`config.mk`:
```
export PLATFORM = sky130hd
export DESIGN_NAME = gpio_bank
export DESIGN_NICKNAME = d
export VERILOG_FILES = /design/src/rtl/gpio_bank_pkg.sv /design/src/rtl/gpio_sync.sv /design/src/rtl/gpio_regs.sv /design/src/rtl/gpio_bus_fsm.sv /design/src/rtl/gpio_bank.sv
export SDC_FILE = /design/constraint.sdc
export NUM_CORES = 1
export LEC_CHECK = 0
export BUFFER_PORTS_ARGS = -buffer_cell sky130_fd_sc_hd__buf_2
export CORE_MARGIN = 2
export CORE_UTILIZATION = 30
export CTS_CLUSTER_DIAMETER = 40
export CTS_CLUSTER_SIZE = 40
export DETAILED_ROUTE_END_ITERATION = 8
export GPL_ROUTABILITY_DRIVEN = 0
export SLEW_MARGIN = 5
export SYNTH_ARGS = -nofsm -noshare
export SYNTH_HDL_FRONTEND = slang
export SYNTH_SLANG_ARGS = --single-unit
```
`constraint.sdc`:
```
create_clock -name clk -period 2.7 [get_ports clk]
set_clock_uncertainty 0.2 [all_clocks]
set_input_delay 0.81 -clock clk [delete_from_list [all_inputs] [get_ports clk]]
set_output_delay 0.81 -clock clk [all_outputs]
set_load 0.02 [all_outputs]
```
`src/rtl/gpio_bank_pkg.sv`:
```
package gpio_bank_pkg;
    typedef enum logic [2:0] {
        IDX_DATA  = 3'd0,
        IDX_DIR   = 3'd1,
        IDX_PAD   = 3'd2,
        IDX_CFG_L = 3'd3,
        IDX_CFG_H = 3'd4,
        IDX_MASK  = 3'd5,
        IDX_STAT  = 3'd6,
        IDX_BOTH  = 3'd7
    } reg_idx_t;

    typedef enum logic {
        ST_IDLE = 1'b0,
        ST_RESP = 1'b1
    } bus_state_t;
endpackage

```
`src/rtl/gpio_sync.sv`:
```
module gpio_sync #(
    parameter int WIDTH  = 32,
    parameter int STAGES = 2
) (
    input  logic             clk,
    input  logic             rst_n,
    input  logic [WIDTH-1:0] d,
    output logic [WIDTH-1:0] q
);
    logic [WIDTH-1:0] stage_q [STAGES];

    generate
        for (genvar s = 0; s < STAGES; s++) begin : g_stage
            always_ff @(posedge clk or negedge rst_n) begin
                if (!rst_n) begin
                    stage_q[s] <= '0;
                end else if (s == 0) begin
                    stage_q[s] <= d;
                end else begin
                    stage_q[s] <= stage_q[(s == 0) ? 0 : s-1];
                end
            end
        end
    endgenerate

    assign q = stage_q[STAGES-1];
endmodule

```
`src/rtl/gpio_regs.sv`:
```
module gpio_regs
    import gpio_bank_pkg::*;
#(
    parameter int PINS          = 32,
    parameter bit HAS_BOTH_EDGE = 1'b1
) (
    input  logic              clk,
    input  logic              rst_n,
    input  logic              wr_en,
    input  reg_idx_t          wr_idx,
    input  logic [PINS-1:0]   wdata,
    input  logic [PINS-1:0]   irq_set,
    output logic [PINS-1:0]   data_q,
    output logic [PINS-1:0]   dir_q,
    output logic [2*PINS-1:0] cfg_q,
    output logic [PINS-1:0]   mask_q,
    output logic [PINS-1:0]   stat_q,
    output logic [PINS-1:0]   both_q
);
    logic [PINS-1:0] stat_clr;

    assign stat_clr = (wr_en && wr_idx == IDX_STAT) ? wdata : '0;

    always_ff @(posedge clk or negedge rst_n) begin
        if (!rst_n) begin
            data_q <= '0;
            dir_q  <= '0;
            cfg_q  <= '0;
            mask_q <= '0;
        end else if (wr_en) begin
            unique case (wr_idx)
                IDX_DATA:  data_q             <= wdata;
                IDX_DIR:   dir_q              <= wdata;
                IDX_CFG_L: cfg_q[PINS-1:0]    <= wdata;
                IDX_CFG_H: cfg_q[2*PINS-1:PINS] <= wdata;
                IDX_MASK:  mask_q             <= wdata;
                default:   ;
            endcase
        end
    end

    // set requests win over a same-cycle clear
    always_ff @(posedge clk or negedge rst_n) begin
        if (!rst_n) begin
            stat_q <= '0;
        end else begin
            stat_q <= (stat_q & ~stat_clr) | irq_set;
        end
    end

    generate
        if (HAS_BOTH_EDGE) begin : g_both
            always_ff @(posedge clk or negedge rst_n) begin
                if (!rst_n) begin
                    both_q <= '0;
                end else if (wr_en && wr_idx == IDX_BOTH) begin
                    both_q <= wdata;
                end
            end
        end else begin : g_no_both
            assign both_q = '0;
        end
    endgenerate
endmodule

```
`src/rtl/gpio_bus_fsm.sv`:
```
module gpio_bus_fsm
    import gpio_bank_pkg::*;
#(
    parameter int ADDR_W = 6,
    parameter int PINS   = 32
) (
    input  logic              clk,
    input  logic              rst_n,
    input  logic              sel,
    input  logic              wr,
    input  logic [ADDR_W-1:0] addr,
    input  logic [PINS-1:0]   data_q,
    input  logic [PINS-1:0]   dir_q,
    input  logic [PINS-1:0]   pad_q,
    input  logic [2*PINS-1:0] cfg_q,
    input  logic [PINS-1:0]   mask_q,
    input  logic [PINS-1:0]   stat_q,
    input  logic [PINS-1:0]   both_q,
    output logic              wr_en,
    output reg_idx_t          idx,
    output logic [PINS-1:0]   rdata,
    output logic              rvalid
);
    bus_state_t      state_q, state_d;
    logic            word_ok;
    logic            rd_acc;
    logic [PINS-1:0] rd_word;

    assign word_ok = (addr[1:0] == 2'b00) && (addr[ADDR_W-1:5] == '0);
    assign idx     = reg_idx_t'(addr[4:2]);
    assign wr_en   = sel && wr && word_ok;
    assign rd_acc  = sel && !wr;

    always_comb begin
        unique case (idx)
            IDX_DATA:  rd_word = (data_q & dir_q) | (pad_q & ~dir_q);
            IDX_DIR:   rd_word = dir_q;
            IDX_PAD:   rd_word = pad_q & ~dir_q;
            IDX_CFG_L: rd_word = cfg_q[PINS-1:0];
            IDX_CFG_H: rd_word = cfg_q[2*PINS-1:PINS];
            IDX_MASK:  rd_word = mask_q;
            IDX_STAT:  rd_word = stat_q;
            IDX_BOTH:  rd_word = both_q;
            default:   rd_word = '0;
        endcase
        if (!word_ok) rd_word = '0;
    end

    always_comb begin
        unique case (state_q)
            ST_IDLE: state_d = rd_acc ? ST_RESP : ST_IDLE;
            ST_RESP: state_d = rd_acc ? ST_RESP : ST_IDLE;
            default: state_d = ST_IDLE;
        endcase
    end

    always_ff @(posedge clk or negedge rst_n) begin
        if (!rst_n) state_q <= ST_IDLE;
        else        state_q <= state_d;
    end

    always_ff @(posedge clk or negedge rst_n) begin
        if (!rst_n)      rdata <= '0;
        else if (rd_acc) rdata <= rd_word;
    end

    assign rvalid = (state_q == ST_RESP);
endmodule

```
`src/rtl/gpio_bank.sv`:
```
module gpio_bank
    import gpio_bank_pkg::*;
#(
    parameter int ADDR_W        = 6,
    parameter int PINS          = 32,
    parameter int SYNC_STAGES   = 2,
    parameter bit HAS_BOTH_EDGE = 1'b1
) (
    input  logic              clk,
    input  logic              rst_n,
    input  logic              bus_sel,
    input  logic              bus_wr,
    input  logic [ADDR_W-1:0] bus_addr,
    input  logic [PINS-1:0]   bus_wdata,
    output logic [PINS-1:0]   bus_rdata,
    output logic              bus_rvalid,
    input  logic [PINS-1:0]   pin_in,
    output logic [PINS-1:0]   pin_out,
    output logic [PINS-1:0]   pin_oe,
    input  logic [PINS-1:0]   irq_set,
    output logic [PINS-1:0]   pad_level,
    output logic [PINS-1:0]   ctl_dir,
    output logic [2*PINS-1:0] ctl_icfg,
    output logic [PINS-1:0]   ctl_mask,
    output logic [PINS-1:0]   ctl_stat,
    output logic [PINS-1:0]   ctl_both
);
    logic            wr_en;
    reg_idx_t        idx;
    logic [PINS-1:0] data_q;

    gpio_sync #(.WIDTH(PINS), .STAGES(SYNC_STAGES)) u_sync (
        .clk(clk), .rst_n(rst_n), .d(pin_in), .q(pad_level)
    );

    gpio_regs #(.PINS(PINS), .HAS_BOTH_EDGE(HAS_BOTH_EDGE)) u_regs (
        .clk(clk), .rst_n(rst_n), .wr_en(wr_en), .wr_idx(idx),
        .wdata(bus_wdata), .irq_set(irq_set),
        .data_q(data_q), .dir_q(ctl_dir), .cfg_q(ctl_icfg),
        .mask_q(ctl_mask), .stat_q(ctl_stat), .both_q(ctl_both)
    );

    gpio_bus_fsm #(.ADDR_W(ADDR_W), .PINS(PINS)) u_fsm (
        .clk(clk), .rst_n(rst_n), .sel(bus_sel), .wr(bus_wr), .addr(bus_addr),
        .data_q(data_q), .dir_q(ctl_dir), .pad_q(pad_level), .cfg_q(ctl_icfg),
        .mask_q(ctl_mask), .stat_q(ctl_stat), .both_q(ctl_both),
        .wr_en(wr_en), .idx(idx), .rdata(bus_rdata), .rvalid(bus_rvalid)
    );

    assign pin_oe  = ctl_dir;
    assign pin_out = data_q & ctl_dir;
endmodule

```
Yosys cells after proc, flatten, opt, wreduce, memory -nomap -nowiden

Cells that the tools add are included.

Add/subtract/negate cells: 0
$mul: 0
Divide/modulo/power cells: 0
Magnitude comparators: 0
Eq/ne operators: 7
Shift operators: 0
Mux-type cells: 4
Bitwise operators: 8
Reduce and logical (&&, ||, !) cells: 14

Operators with widths:

| cell                                                             | count |
|---|---|
| 32-bit case mux with 8 select lines                              | 1 |
| 32-bit AND                                                       | 3 |
| 32-bit two-way mux                                               | 2 |
| 32-bit inverter                                                  | 2 |
| 32-bit bitwise OR                                                | 2 |
| 3-bit == test (second input constant)                            | 4 |
| 2-bit AND reduction                                              | 5 |
| 3-bit by 2-bit == test with 1-bit output (second input constant) | 2 |
| 1-bit logical AND                                                | 6 |
| 3-bit by 1-bit == test with 1-bit output (second input constant) | 1 |
| 3-bit zero test                                                  | 1 |
| 2-bit zero test                                                  | 1 |
| 1-bit zero test                                                  | 1 |
| 1-bit two-way mux                                                | 1 |
| 1-bit inverter                                                   | 1 |

Flip-flop bits (word level): 321
Latch bits: 0
RAM bits: 0
Memory bits (read-only): 0
Input bits: 106
Output and inout bits: 321
Logic and storage cells: 44
Memories kept: 0

Logic depth before layout (Yosys ltp)

Word-level depth: 8
Depth in mapped cells: 7
Mapped depth without buffers: 4

Modules after synthesis

Synthesis repeated with hierarchy kept, for this count alone.

Cells, all modules: 1178
Area total of the unflattened synthesis: 14792.9 um2

Modules (own cells, without submodules):

| module       | instances | cells an instance | area each (um2) | sequential area each (um2) |
|---|---|---|---|---|
| gpio_regs    | 1         | 544               | 8456.9          | 5605.4 |
| gpio_bus_fsm | 1         | 474               | 4053.9          | 825.8 |
| gpio_sync    | 1         | 96                | 1841.8          | 1601.5 |
| gpio_bank    | 1         | 64                | 440.4           | 0.0 |

Worst setup path after synthesis

No wires, ideal clock.

Path type: input -> register
From: input port bus_addr[1]
To: register u_regs.cfg_q[35]
Setup time: 128 ps
Arrival: 2308 ps
Required time: 2372 ps
Path slack: 64 ps
Stages on the path: 6
Path buffers: 2
Cells stage by stage: or4b_1 > buf_2 > nor2_8 > nand3_2 > buf_2 > mux2_1

Word-level cells in the longest chain between the ends: 4

RTL lines:

| item                                 | RTL line           | text |
|---|---|---|
| from (decl)                          | gpio_bank.sv:13    | `input logic [ADDR_W-1:0] bus_addr,` |
| 2-bit zero test                      | gpio_bus_fsm.sv:29 | `assign word_ok = (addr[1:0] == 2'b00) && (addr[ADDR_W-1:5] == '0);` |
| 1-bit logical AND                    | gpio_bus_fsm.sv:29 |  |
| 1-bit logical AND                    | gpio_bus_fsm.sv:31 | `assign wr_en = sel && wr && word_ok;` |
| 2-bit AND reduction (no source line) | n/a                |  |
| to (signal, indexed assignment)      | gpio_regs.sv:34    | `IDX_CFG_L: cfg_q[PINS-1:0] <= wdata;` |
| to (signal, indexed assignment)      | gpio_regs.sv:35    | `IDX_CFG_H: cfg_q[2*PINS-1:PINS] <= wdata;` |
| to (decl)                            | gpio_regs.sv:15    | `output logic [2*PINS-1:0] cfg_q,` |

Every way passes these cells.
A chain may end at the register's enable or synchronous reset.

Worst setup path in the final report

From: register u_regs.dir_q[4]
To: output port pin_out[4]

Word-level cells in the longest chain between the ends: 1

RTL lines:

| item                   | RTL line        | text |
|---|---|---|
| from (decl)            | gpio_regs.sv:14 | `output logic [PINS-1:0] dir_q,` |
| from (signal assigned) | gpio_regs.sv:33 | `IDX_DIR: dir_q <= wdata;` |
| 32-bit AND             | gpio_bank.sv:51 | `assign pin_out = data_q & ctl_dir;` |
| to (decl)              | gpio_bank.sv:18 | `output logic [PINS-1:0] pin_out,` |

Every way passes these cells.

==> metrics.md <==
| Metric | Value |
|---|---|
| Cell variety after synth | `51` |
| Critical path capture point type | `primary output` |
| EDFF count, synth | `0` |
| Antenna Nets Post-Route | `0` |
| Fin crit share | `0.931` |
| Total number of vias | `11,100` |
| Die Y | `222 um` |
| XOR/XNOR share of the synthesized area | `0` |
| Fin Hold WS | `102 ps` |
| Antenna Diode Count | `0` |
| Detailed Routing Iterations Pass 1 | `4` |
| VDD IR max | `446 uV` |
| Root buf cell | `clkbuf_16` |
| WL per Instance | `23.0 um` |
| Top cells by count, synth | `dfrtp_1, mux2_2, buf_4` |
| Hold-fix buffer count after cts | `1` |
| FMAX | `0.398 GHz` |
| CTS clk-pin slew, worst paths | `60 ps` |
| Mapped Avg Cell Area | `12.8 um^2` |
| Worst-Skew Late Latency | `600 ps` |
| Final hold vios | `0` |
| Tmin final | `2510 ps` |
| DRT iter0 DRCs | `756` |
| Vias in the first global route | `11,600` |
| Met2 routed WL | `24.2 mm` |
| Met1 WL | `21.2 mm` |
| Clock buffer count from CTS | `57` |
| Synthesized flop and latch total | `321` |
| Initial Util | `0.306` |
| Post-CTS Setup Repair Bufs | `0` |
| Layout fillers | `4,433` |
| Routed vias/inst | `5.07` |
| CP Max Fanout | `6` |
| Core ar. | `46,800 um^2` |
| Grt ovf | `0` |
| Cts repair resizes | `0` |
| Crit path DAT | `1500 ps` |
| Normalized max-slew margin | `0.607` |
| FF-to-FF Start | `u_regs.dir_q[26]$_DFFE_PN0P_` |
| Yosys top cell by area | `dfrtp_1` |
| RSZ-0062 raised after global routing | `false` |
| Pin count of the biggest net entering global routing | `58` |
| Die span in x | `222 um` |
| Worst slack, placed | `-202 ps` |
| Max-cap violations | `0` |
| Adder-cell share of the synthesized area | `0` |
| Syn Inst Count | `1,118` |
| PortBufs | `426` |
| Post-synthesis sequential area ratio | `0.562` |
| DRC viols | `0` |
| Yosys top cell area share | `0.562` |
| Synth Net Count | `1,224` |
| Main synth FF type | `dfrtp_1` |
| Critical path origin | `u_regs.dir_q[4]$_DFFE_PN0P_` |
| CP startpoint kind | `flip-flop` |
| Yosys warns | `0` |
| Final Max Tran Viols | `0` |
| Post-synthesis simple-gate area fraction | `0.0899` |
| FFs w/ async S/R, synth | `1.00` |
| Hold Crit Class | `primary input to flip-flop` |
| Die ar. | `49,400 um^2` |
| Worst Max-Slew Pin Slew | `590 ps` |
| DRT Wirelength | `50.3 mm` |
| Highest metal used | `met5` |
| Worst Path Required | `1690 ps` |
| Final setup viols | `0` |
| Power Density | `764 nW/um^2` |
| Mux cell area share after synthesis | `0.174` |
| Status | `completed` |
| Final WS setup | `185 ps` |
| Static leakage | `9.82 nW` |
| Final #Nets | `1,644` |
| Largest family of logic cells by synthesized area | `multiplexers` |
| Initial antenna violation count | `1` |
| Clk sinks | `321` |
| Fraction of layout cells with a size suffix above 1 | `0.500` |
| # IOs | `427` |
| Hold path start | `pin_in[19]` |
| Area growth syn-to-layout | `35.4%` |
| CTS max path bufs | `3` |
| Detail Route met3 WL | `3.47 mm` |
| First-pass GRT wire length | `74.4 mm` |
| GRT Total Usage | `0.200` |
| Area contributors post-synth | `dfrtp_1, mux2_2, buf_4` |
| TritonCTS clock tree | `built` |
| Cell Area, Synth | `14,300 um^2` |
| Setup TNS | `0 ps` |
| H-tree depth | `2` |
| DPL Wire Length | `35.7 mm` |
| Crit path kind | `flip-flop to primary output` |
| Most frequent cell after synthesis | `dfrtp_1` |
| Post-synthesis compound-gate area fraction | `0.115` |
| Cell Rows | `79` |
-- placed cells by master (no fill, tap or decap), types with 12 or more instances in the layout --
cell type,count
a211oi_1,17
mux2_2,181
nand3b_1,19
a2111o_1,17
inv_1,12
clkbuf_16,57
buf_2,422
a21oi_1,21
buf_4,40
a22o_1,17
nor2b_1,12
o21ai_0,22
inv_6,13
nand2_1,57
dfrtp_1,321
a32o_1,20
and2_1,28
mux2i_1,33
nor2_1,22
buf_12,27
a21o_1,32
nand2b_1,47
-- power breakdown --
part / switching, mW / internal (mW) / leakage [nW]
Clock: 2.72 / 4.96 / 0.979
Combinational: 1.07 / 0.673 / 4.75
Sequential: 0.247 / 5.12 / 4.09
-- registers in the layout, summed over array words and instances (netlist names) --
name / cells
u_fsm.rdata: 32
u_fsm.rvalid: 1
u_regs.both_q: 32
u_regs.cfg_q: 64
u_regs.data_q: 32
u_regs.dir_q: 32
u_regs.mask_q: 32
u_regs.stat_q: 32
u_sync.q: 32
u_sync.stage_q: 32
-- per-layer routing --
| layer | global-route usage | vias to the layer above |
|---|---|---|
| met3 | 0.0538 | 98 |
| met1 | 0.250 | 5695 |
| met2 | 0.330 | 434 |
| met4 | 0.0754 | 2 |
| li1 | - | 4880 |
| met5 | 0 | - |
-- cell families (layout without fill, tap and decap cells) --
kind of cell           Yosys count  in the layout
flip-flops                     321            321
multiplexers                   225            225
AND/OR/NAND/NOR                221            221
AO/OA/AOI/OAI                  208            208
buffers and inverters          143            611
-- metrics by stage --
stage               std cells  instance area [um^2]  utilization  power (mW)
floorplan                1118                 14300            -        6.39
global placement         2085                 17300        0.370        7.17
detailed placement       2085                 17300        0.370        7.20
CTS                      2193                 19400        0.414        15.0
global route             2193                 19400        0.414        15.3
finish                   2193                 19400        0.414        14.8
-- worst max-delay path, cell delays in order, from the launching register on --
cell and delay [ps]:
dfrtp_1 460, and2_1 250, buf_2 200
-- layout make-up --
cell class	count	area, um^2	area share
Sequential cell	321	8030	0.415
Multi-Input combinational cell	654	5470	0.282
Timing Repair Buffer	491	2980	0.154
Clock buffer	68	1520	0.0784
Tap cell	607	759	0.0392
Clock inverter	39	556	0.0287
Inverter	13	48.8	0.00252
-- final timing paths --
kind | end | slack (ps) | cells after the start
setup reg to reg | u_fsm.rdata[26]$_DFFE_PN0P_ | 960 | 4
setup / recovery | pin_out[4] | 190 | 2
hold / removal | u_sync.stage_q[51]$_DFF_PN0_ | 100 | 1
min in group asynchronous | u_regs.dir_q[5]$_DFFE_PN0P_ | 580 | 2
max in group asynchronous | u_fsm.rdata[23]$_DFFE_PN0P_ | 980 | 3
hold reg to reg | u_sync.q[17]$_DFF_PN0_ | 140 | 0
(Power assumes the default switching activity.)
